===== config.mk =====
export PLATFORM = sky130hd
export DESIGN_NAME = ptw_walker
export DESIGN_NICKNAME = d
export VERILOG_FILES = /design/src/rtl/ptw_pkg.sv /design/src/rtl/ptw_addr_split.sv /design/src/rtl/ptw_entry_addr.sv /design/src/rtl/ptw_perm_check.sv /design/src/rtl/ptw_walker.sv
export SDC_FILE = /design/constraint.sdc
export NUM_CORES = 1
export LEC_CHECK = 0
export BUFFER_PORTS_ARGS = -buffer_cell sky130_fd_sc_hd__buf_4
export CAP_MARGIN = 10
export CORE_UTILIZATION = 46
export DETAILED_ROUTE_END_ITERATION = 12
export PLACE_DENSITY_LB_ADDON = 0.25
export SLEW_MARGIN = 40
export SYNTH_ARGS = -nofsm -noshare
export SYNTH_HDL_FRONTEND = slang
export SYNTH_SLANG_ARGS = --single-unit

===== constraint.sdc =====
create_clock -name clk -period 1.8 [get_ports clk]
set_clock_uncertainty 0.05 [all_clocks]
set_input_delay 0.09 -clock clk [delete_from_list [all_inputs] [get_ports clk]]
set_output_delay 0.09 -clock clk [all_outputs]
set_load 0.01 [all_outputs]

===== src/rtl/ptw_pkg.sv =====
// Shared constants and types for the page table walker.
// Assumes 4 KB pages, 4-byte table words and 1024-entry tables.
package ptw_pkg;
    localparam int unsigned VA_W     = 32;
    localparam int unsigned OFF_W    = 12;
    localparam int unsigned IDX_W    = 10;
    localparam int unsigned ENT_LOG2 = 2;
    localparam int unsigned FLAG_PRESENT = 0;
    localparam int unsigned FLAG_WRITE   = 1;
    localparam int unsigned FLAG_USER    = 2;

    typedef enum logic [1:0] {
        WALK_IDLE = 2'd0,
        WALK_DIR  = 2'd1,
        WALK_TBL  = 2'd2
    } walk_state_t;

    typedef enum logic [1:0] {
        FLT_NONE   = 2'd0,
        FLT_ABSENT = 2'd1,
        FLT_PROT   = 2'd2
    } fault_t;
endpackage


===== src/rtl/ptw_addr_split.sv =====
// Splits a linear address into directory index, table index and byte offset.
// Assumes ADDR_W = 2*IDX_W + OFF_W.
module ptw_addr_split #(
    parameter int unsigned ADDR_W = 32,
    parameter int unsigned OFF_W  = 12,
    parameter int unsigned IDX_W  = 10
) (
    input  logic [ADDR_W-1:0] lin_addr,
    output logic [IDX_W-1:0]  dir_idx,
    output logic [IDX_W-1:0]  tbl_idx,
    output logic [OFF_W-1:0]  byte_off
);
    localparam int unsigned TBL_LO = OFF_W;
    localparam int unsigned DIR_LO = OFF_W + IDX_W;

    // Slice the three fields out of the address.
    always_comb begin
        dir_idx  = lin_addr[DIR_LO +: IDX_W];
        tbl_idx  = lin_addr[TBL_LO +: IDX_W];
        byte_off = lin_addr[OFF_W-1:0];
    end
endmodule


===== src/rtl/ptw_entry_addr.sv =====
// Forms the byte address of a table word: base with its page offset cleared,
// plus index times word size. Uses concatenation when the index exactly
// fills the page offset, otherwise an adder.
module ptw_entry_addr #(
    parameter int unsigned ADDR_W   = 32,
    parameter int unsigned OFF_W    = 12,
    parameter int unsigned IDX_W    = 10,
    parameter int unsigned ENT_LOG2 = 2
) (
    input  logic [ADDR_W-1:0] table_base,
    input  logic [IDX_W-1:0]  index,
    output logic [ADDR_W-1:0] entry_addr
);
    localparam int unsigned BASE_W = ADDR_W - OFF_W;

    generate
        if (IDX_W + ENT_LOG2 == OFF_W) begin : g_concat
            // Index bits fill the offset field exactly.
            always_comb entry_addr = {table_base[ADDR_W-1:OFF_W], index, {ENT_LOG2{1'b0}}};
        end else begin : g_add
            logic [ADDR_W-1:0] scaled;
            // General case: aligned base plus scaled index.
            always_comb begin
                scaled     = ADDR_W'(index) << ENT_LOG2;
                entry_addr = {table_base[ADDR_W-1:OFF_W], {OFF_W{1'b0}}} + scaled;
            end
            logic [BASE_W-1:0] unused_w;
            always_comb unused_w = '0;
        end
    endgenerate
endmodule


===== src/rtl/ptw_perm_check.sv =====
// Classifies the outcome of a walk from both table words and the access kind.
// Assumes the directory word is already known to be present.
module ptw_perm_check
    import ptw_pkg::*;
(
    input  logic [2:0] dir_flags,
    input  logic [2:0] tbl_flags,
    input  logic       is_write,
    input  logic       is_user,
    output fault_t     verdict
);
    logic write_ok;
    logic user_ok;

    // Rights are the AND of both levels; absence outranks protection.
    always_comb begin
        write_ok = dir_flags[FLAG_WRITE] & tbl_flags[FLAG_WRITE];
        user_ok  = dir_flags[FLAG_USER]  & tbl_flags[FLAG_USER];
        if (!tbl_flags[FLAG_PRESENT])
            verdict = FLT_ABSENT;
        else if ((is_write && !write_ok) || (is_user && !user_ok))
            verdict = FLT_PROT;
        else
            verdict = FLT_NONE;
    end

    logic unused_dir_present;
    always_comb unused_dir_present = dir_flags[FLAG_PRESENT];
endmodule


===== src/rtl/ptw_walker.sv =====
// Two-level page table walker. Accepts one request when idle, latches the
// root pointer, reads the directory word and then (if present) the table
// word, holding each read until acknowledged. Ends with a one-cycle done
// pulse carrying the physical address or a fault code.
// Assumes memory returns data in the cycle of the acknowledge.
module ptw_walker
    import ptw_pkg::*;
#(
    parameter int unsigned ADDR_W   = VA_W,
    parameter int unsigned OFF_W    = ptw_pkg::OFF_W,
    parameter int unsigned IDX_W    = ptw_pkg::IDX_W,
    parameter int unsigned ENT_LOG2 = ptw_pkg::ENT_LOG2
) (
    input  logic              clk,
    input  logic              rst_n,
    input  logic              req_valid,
    output logic              req_ready,
    input  logic [ADDR_W-1:0] req_vaddr,
    input  logic              req_write,
    input  logic              req_user,
    input  logic [ADDR_W-1:0] root_base,
    output logic              mem_rd_valid,
    output logic [ADDR_W-1:0] mem_rd_addr,
    input  logic              mem_rd_ack,
    input  logic [ADDR_W-1:0] mem_rd_data,
    output logic              done,
    output logic [ADDR_W-1:0] done_paddr,
    output logic [1:0]        done_fault,
    output logic [ADDR_W-1:0] done_vaddr
);
    localparam int unsigned FRAME_W = ADDR_W - OFF_W;

    walk_state_t         state_q;
    logic [ADDR_W-1:0]   va_q;
    logic [ADDR_W-1:0]   root_q;
    logic [ADDR_W-1:0]   dir_word_q;
    logic                wr_q;
    logic                usr_q;
    logic                done_q;
    fault_t              fault_q;
    logic [ADDR_W-1:0]   paddr_q;

    logic [IDX_W-1:0]    dir_idx;
    logic [IDX_W-1:0]    tbl_idx;
    logic [OFF_W-1:0]    byte_off;
    logic [ADDR_W-1:0]   dir_entry_addr;
    logic [ADDR_W-1:0]   tbl_entry_addr;
    fault_t              tbl_verdict;
    logic                rd_fire;

    ptw_addr_split #(.ADDR_W(ADDR_W), .OFF_W(OFF_W), .IDX_W(IDX_W)) u_split (
        .lin_addr (va_q),
        .dir_idx  (dir_idx),
        .tbl_idx  (tbl_idx),
        .byte_off (byte_off)
    );

    ptw_entry_addr #(.ADDR_W(ADDR_W), .OFF_W(OFF_W), .IDX_W(IDX_W), .ENT_LOG2(ENT_LOG2)) u_dir_addr (
        .table_base (root_q),
        .index      (dir_idx),
        .entry_addr (dir_entry_addr)
    );

    ptw_entry_addr #(.ADDR_W(ADDR_W), .OFF_W(OFF_W), .IDX_W(IDX_W), .ENT_LOG2(ENT_LOG2)) u_tbl_addr (
        .table_base (dir_word_q),
        .index      (tbl_idx),
        .entry_addr (tbl_entry_addr)
    );

    ptw_perm_check u_perm (
        .dir_flags (dir_word_q[2:0]),
        .tbl_flags (mem_rd_data[2:0]),
        .is_write  (wr_q),
        .is_user   (usr_q),
        .verdict   (tbl_verdict)
    );

    // Drive the handshake and read port from the walk state.
    always_comb begin
        req_ready    = (state_q == WALK_IDLE);
        mem_rd_valid = (state_q != WALK_IDLE);
        mem_rd_addr  = (state_q == WALK_TBL) ? tbl_entry_addr : dir_entry_addr;
        rd_fire      = mem_rd_valid && mem_rd_ack;
    end

    // Walk sequencer: accept, read directory, read table, respond.
    always_ff @(posedge clk) begin
        if (!rst_n) begin
            state_q    <= WALK_IDLE;
            va_q       <= '0;
            root_q     <= '0;
            dir_word_q <= '0;
            wr_q       <= 1'b0;
            usr_q      <= 1'b0;
            done_q     <= 1'b0;
            fault_q    <= FLT_NONE;
            paddr_q    <= '0;
        end else begin
            done_q <= 1'b0;
            unique case (state_q)
                WALK_IDLE: begin
                    if (req_valid) begin
                        va_q    <= req_vaddr;
                        root_q  <= root_base;
                        wr_q    <= req_write;
                        usr_q   <= req_user;
                        state_q <= WALK_DIR;
                    end
                end
                WALK_DIR: begin
                    if (rd_fire) begin
                        dir_word_q <= mem_rd_data;
                        if (!mem_rd_data[FLAG_PRESENT]) begin
                            done_q  <= 1'b1;
                            fault_q <= FLT_ABSENT;
                            paddr_q <= '0;
                            state_q <= WALK_IDLE;
                        end else begin
                            state_q <= WALK_TBL;
                        end
                    end
                end
                WALK_TBL: begin
                    if (rd_fire) begin
                        done_q  <= 1'b1;
                        fault_q <= tbl_verdict;
                        paddr_q <= (tbl_verdict == FLT_NONE)
                                   ? {mem_rd_data[ADDR_W-1:OFF_W], byte_off} : '0;
                        state_q <= WALK_IDLE;
                    end
                end
                default: state_q <= WALK_IDLE;
            endcase
        end
    end

    // Present the registered response.
    always_comb begin
        done       = done_q;
        done_fault = fault_q;
        done_paddr = paddr_q;
        done_vaddr = va_q;
    end

    logic [FRAME_W-1:0] unused_frame;
    always_comb unused_frame = '0;
endmodule


=== Yosys cells after proc, flatten, opt, wreduce, memory -nomap -nowiden ===
Cells that the tools add are included.

* Register bits after elaboration: 135
* Word-level logic and storage cells: 52
* Output and inout bits: 101

* Equal/unequal tests: 6
* Reduce and logical (&&, ||, !) cells: 14
* Bitwise operators: 2
* Mux-type cells: 21

{| class="wikitable"
|+ Operator list
! cell !! count
|-
| 2-to-1 mux 32 bit || 5
|-
| case mux 32 bit (2 select lines) || 1
|-
| 2-to-1 mux 2 bit || 9
|-
| != test 2 bit (second input constant) || 4
|-
| case mux 2 bit (3 select lines) || 1
|-
| zero test 2 bit || 2
|-
| case mux 2 bit (2 select lines) || 1
|-
| AND reduction 2 bit || 2
|-
| AND reduction 4 bit || 1
|-
| nonzero test 2 bit || 2
|-
| logical AND 1 bit || 3
|-
| 2-to-1 mux 1 bit || 3
|-
| AND reduction 3 bit || 1
|-
| AND 1 bit || 2
|-
| equality test 2 x 1 -> 1 bit (second input constant) || 1
|-
| equality test 2 bit (second input constant) || 1
|-
| zero test 1 bit || 2
|-
| case mux 1 bit (2 select lines) || 1
|-
| logical OR 1 bit || 1
|}

=== Logic depth before layout (Yosys ltp) ===
* Depth after elaboration: 10
* Gate-level depth with buffers: 7
* Mapped depth without buffers: 5

=== Modules after synthesis ===
From an unflattened synthesis, not the netlist that was laid out.

* Cells, all modules: 740
* Area, all modules: 6358.6 um^2

{| class="wikitable"
|+ By module, submodules not included
! module !! seq. area each (um^2) !! area an instance (um^2) !! cells an instance !! instances
|-
| ptw_walker || 2702.6 || 5604.1 || 638 || 1
|-
| ptw_entry_addr || 0.0 || 244.0 || 33 || 2
|-
| ptw_addr_split || 0.0 || 240.2 || 32 || 1
|-
| ptw_perm_check || 0.0 || 26.3 || 4 || 1
|}

=== Least setup slack after synthesis ===
Ideal clock, no wire load.

* Path type: reg2reg
* From: reg state_q[0]
* To: reg paddr_q[10], in the netlist done_paddr[10]
* Library setup time: 0.117 ns
* Required time: 1.633 ns
* Slack: 0.098 ns
* Stages on the path, launching flop included: 7
* Period minus slack after synthesis: 1.702 ns
* Arrival: 1.536 ns
* Cell sequence: dfxtp_1 > inv_1 > ha_1 > nand2b_4 > o31a_1 > buf_2 > a22o_1

* Word-level cells in the longest chain between the ends: 4
* Elaborated cells between the ends (all ways): 10

{| class="wikitable"
|+ RTL lines
! what !! RTL line !! source
|-
| start, declared || ptw_walker.sv:33 || <nowiki>walk_state_t state_q;</nowiki>
|-
| start signal, assigned || ptw_walker.sv:89 || <nowiki>state_q <= WALK_IDLE;</nowiki>
|-
| start signal, assigned || ptw_walker.sv:107 || <nowiki>state_q <= WALK_DIR;</nowiki>
|-
| start signal, assigned || ptw_walker.sv:117 || <nowiki>state_q <= WALK_IDLE;</nowiki>
|-
| nonzero test 2 bit || ptw_walker.sv:81 || <nowiki>mem_rd_valid = (state_q != WALK_IDLE);</nowiki>
|-
| logical AND 1 bit || ptw_walker.sv:83 || <nowiki>rd_fire = mem_rd_valid && mem_rd_ack;</nowiki>
|-
| != test 2 bit (no line) || n/a ||
|-
| AND reduction 4 bit (no line) || n/a ||
|-
| end signal, assigned || ptw_walker.sv:127 || <nowiki>paddr_q <= (tbl_verdict == FLT_NONE)</nowiki>
|-
| end, declared || ptw_walker.sv:41 || <nowiki>logic [ADDR_W-1:0] paddr_q;</nowiki>
|}

Parallel ways exist; a longest one is shown, timed or not.
A chain may end at the register's enable or synchronous reset.

=== Final worst setup path ===
* From: reg state_q[0]
* To: out mem_rd_addr[9]

* Word-level cells in the longest chain between the ends: 2

{| class="wikitable"
|+ RTL lines
! what !! RTL line !! source
|-
| equality test 2 bit || ptw_walker.sv:82 || <nowiki>mem_rd_addr = (state_q == WALK_TBL) ? tbl_entry_addr : dir_entry_addr;</nowiki>
|-
| 2-to-1 mux 32 bit || ptw_walker.sv:82 ||
|-
| end, declared || ptw_walker.sv:23 || <nowiki>output logic [ADDR_W-1:0] mem_rd_addr,</nowiki>
|}

No other way between the ends.

==> summary.txt <==
Critical path
  • Setup crit start kind: flip-flop
  • Worst setup EP type: output port
  • WS Path Type: flip-flop to output port
  • Crit Path Max Fanout: 6
  • Arr. time, crit path: about 1.8 ns
  • CP required: roughly 1.7 ns

Logic synthesis
  • Post-synth top cells: nand2_1 (156), dfxtp_1 (113), a21oi_1 (72)
  • Register bit total from synthesis: between 100 and 150
  • EDFF count, synth: 0
  • Top-count cell post-synth: nand2_1
  • Distinct cells, synth: 32
  • Gate count after technology mapping: between 400 and 500
  • Ranking of synthesized cells by area: dfxtp_1 (51%), nand2_1 (13%), a21oi_1 (8.2%)
  • Avg Inst Size Synth: 9.00 um2
  • Synth Flop Type: dfxtp_1
  • Area share of the largest cell type after synthesis: about half
  • Sequential area share after synthesis: 51.4%
  • Largest area contributor in the netlist: dfxtp_1
  • Asr flop ratio synth: 0%
  • Post-Syn Area: 0.00440 mm2
  • Yosys warns: 0

STA
  • Crit path time final: 1.90 ns
  • Min Hold Slack: 0.292 ns
  • Crit share post-route: 105%
  • Total Neg Setup Slack: -1.56 ns
  • Final Hold Viols: 0
  • Final setup fails: 32
  • Max Freq: 527 MHz
  • Slew Limit Fails: 0
  • RSZ-0062 raised after global routing: yes
  • Setup slack after layout: -0.0977 ns

Cells and area
  • Diodes inserted: 0
  • Fin util: between 80% and 90%
  • Share of layout cells above drive strength 1: a little over a third
  • Nets: approximately 850
  • Area Growth Syn to Fin: 71.2%

Drt
  • Post-route ant nets: 0
  • Residual DRC: 0
  • DRT iter0 DRCs: roughly 220
  • Vias per cell: between 5 and 6
  • Routed len/inst: 15.6 um
  • Routed Wire Length: between 10 and 15 mm
  • DR pass1 iterations: 7
  • Via count: between 4000 and 5000

Clocking
  • Max Root-Sink Buffers: 2
  • Clock Latency Late Sink: approximately 0.51 ns
  • TritonCTS clock tree: done
  • CTS buffer count: 17
  • Root Buffer: clkbuf_8
  • Reg clk slew, reported paths: roughly 0.050 ns
  • Clock sinks: roughly 110
  • H-tree depth: 4

Status
  • Status: finished with violations
  • Failing checks: setup timing

Global routing
  • GRT Overall Usage: 27.9%
  • Vias in the first global route: 4501
  • Largest net degree at the start of global routing: between 40 and 50
  • Initial antenna violation count: 0
  • Overflow after GRT: 0
  • First-pass GRT wire length: ~22 mm

Power and ir drop
  • Switch share: between 20% and 30%
  • Power, Total: roughly 7.2 mW
  • Sw Pwr: ~1.8 mW
  • Flop pwr share: between 30% and 40%
  • Pwr/cell area: between 900 and 1000 mW/mm2
  • Max VDD drop: 0.653 mV
  • Logic pwr share: 17.5%
  • Leakage: around 3.3 nW
  • Clock power share: between 40 and 50%
  • Internal cell power: approximately 5.4 mW

Die
  • Rows: 35
  • Io pins: approximately 200
  • Total die area: 0.00996 mm2
  • Initial core utilization: between 40% and 50%
  • Die width: 99.8 um
  • Core ar.: approximately 0.009 mm2
  • Die height: approximately 100 um

Placement
  • Post-DP HPWL: roughly 8.3 mm
  • # port buffers: 179
  • Gpl congestion: ~0.77

Flow run
  • MaxCap Viol Count: 0

Worst hold path
  • Hold/Removal Path Class: input pin to flip-flop
worst paths after layout:
check                    to       startpoint  slack, ns  depth (start not counted)
min reg2reg      root_q[22]       root_q[22]       0.40                          2
max          mem_rd_addr[9]       state_q[0]       -0.1                          6
min          done_paddr[22]  mem_rd_data[22]       0.29                          3
max reg2reg  done_paddr[16]       state_q[0]      -0.01                          8
power groups by stage:
| stage | Sequential, mW | Combinational, mW | Clock (mW) |
|---|---|---|---|
| after floorplan | 2.75 | 0.497 | 0 |
| after global placement | 2.75 | 0.966 | 0 |
| after detailed placement | 2.75 | 0.986 | 0 |
| after CTS | 2.70 | 1.23 | 3.27 |
| after global routing | 2.72 | 1.36 | 3.40 |
| final | 2.71 | 1.26 | 3.26 |
critical path: stages (launching register included):
cell and delay [ns]:
dfxtp_2 0.33, inv_2 0.05, ha_4 0.19, buf_12 0.13, buf_16 0.13, mux2_4 0.30
buf_6 0.12
cell families (layout without fill, tap and decap cells):
family                   count (synthesis)  in the layout  synth area share (%)
AO/OA/AOI/OAI                          120            120                  17.7
adder cells (fa/ha/maj)                  4              4                  1.14
buffers and inverters                   51            322                  6.20
flip-flops                             113            113                  51.4
multiplexers                            31             31                  7.91
other                                    1              2                0.0852
AND/OR/NAND/NOR                        169            169                  15.5
layout by cell type (no fill, tap or decap), drive strengths merged, types with 6 or more instances in the layout:
cell         instances
a22o                33
dlygate4sd3         80
dfxtp              113
nand2              156
a21oi               72
mux2                30
buf                204
inv                  6
clkbuf              21
a21boi               6
cell type report:
type                       count  area (um2)
sequential                   113        2260
clock inverter                11         138
multi-input combinational    326        1980
inverter                       6        22.5
timing repair buffer         284        2530
clock buffer                  21         439
fill                         547        1710
tap                          129         161
per-stage QoR:
| step | area [um2] | cells | setup WS [ns] |
|---|---|---|---|
| floorplan | 4400 | 490 | 0.0975 |
| global placement | 5840 | 772 | 0.0818 |
| detailed placement | 5840 | 772 | 0.0112 |
| CTS | 7520 | 890 | -0.111 |
| global route | 7530 | 890 | -0.144 |
| finish | 7530 | 890 | -0.0977 |
sequential cells by signal (all words and copies together) (netlist names):
signal and flops:
usr_q 1, done_fault 2, done_vaddr 32, state_q 2, done_paddr 32, done 1, root_q 20, wr_q 1
dir_word_q 22
per-layer routing:
| layer | routed length, um | GRT usage, % | vias up |
|---|---|---|---|
| li1 | - | - | 2161 |
| met1 | 5710 | 32.3 | 2078 |
| met2 | 6880 | 47.7 | 180 |
| met3 | 901 | 8.36 | 32 |
| met4 | 356 | 12.4 | 0 |
| met5 | 0 | 0 | - |
timing repair:
item                                   4_1_cts  5_1_grt
cloned                                       1        0
setup endpoints to repair                   31       91
setup buffers                                5        1
endpoints found under the hold margin      100        0
hold buffers                                80        0
pin swaps                                    1        1
gates resized for setup                     61        6
No activity file was read; power rests on OpenSTA's default activity.
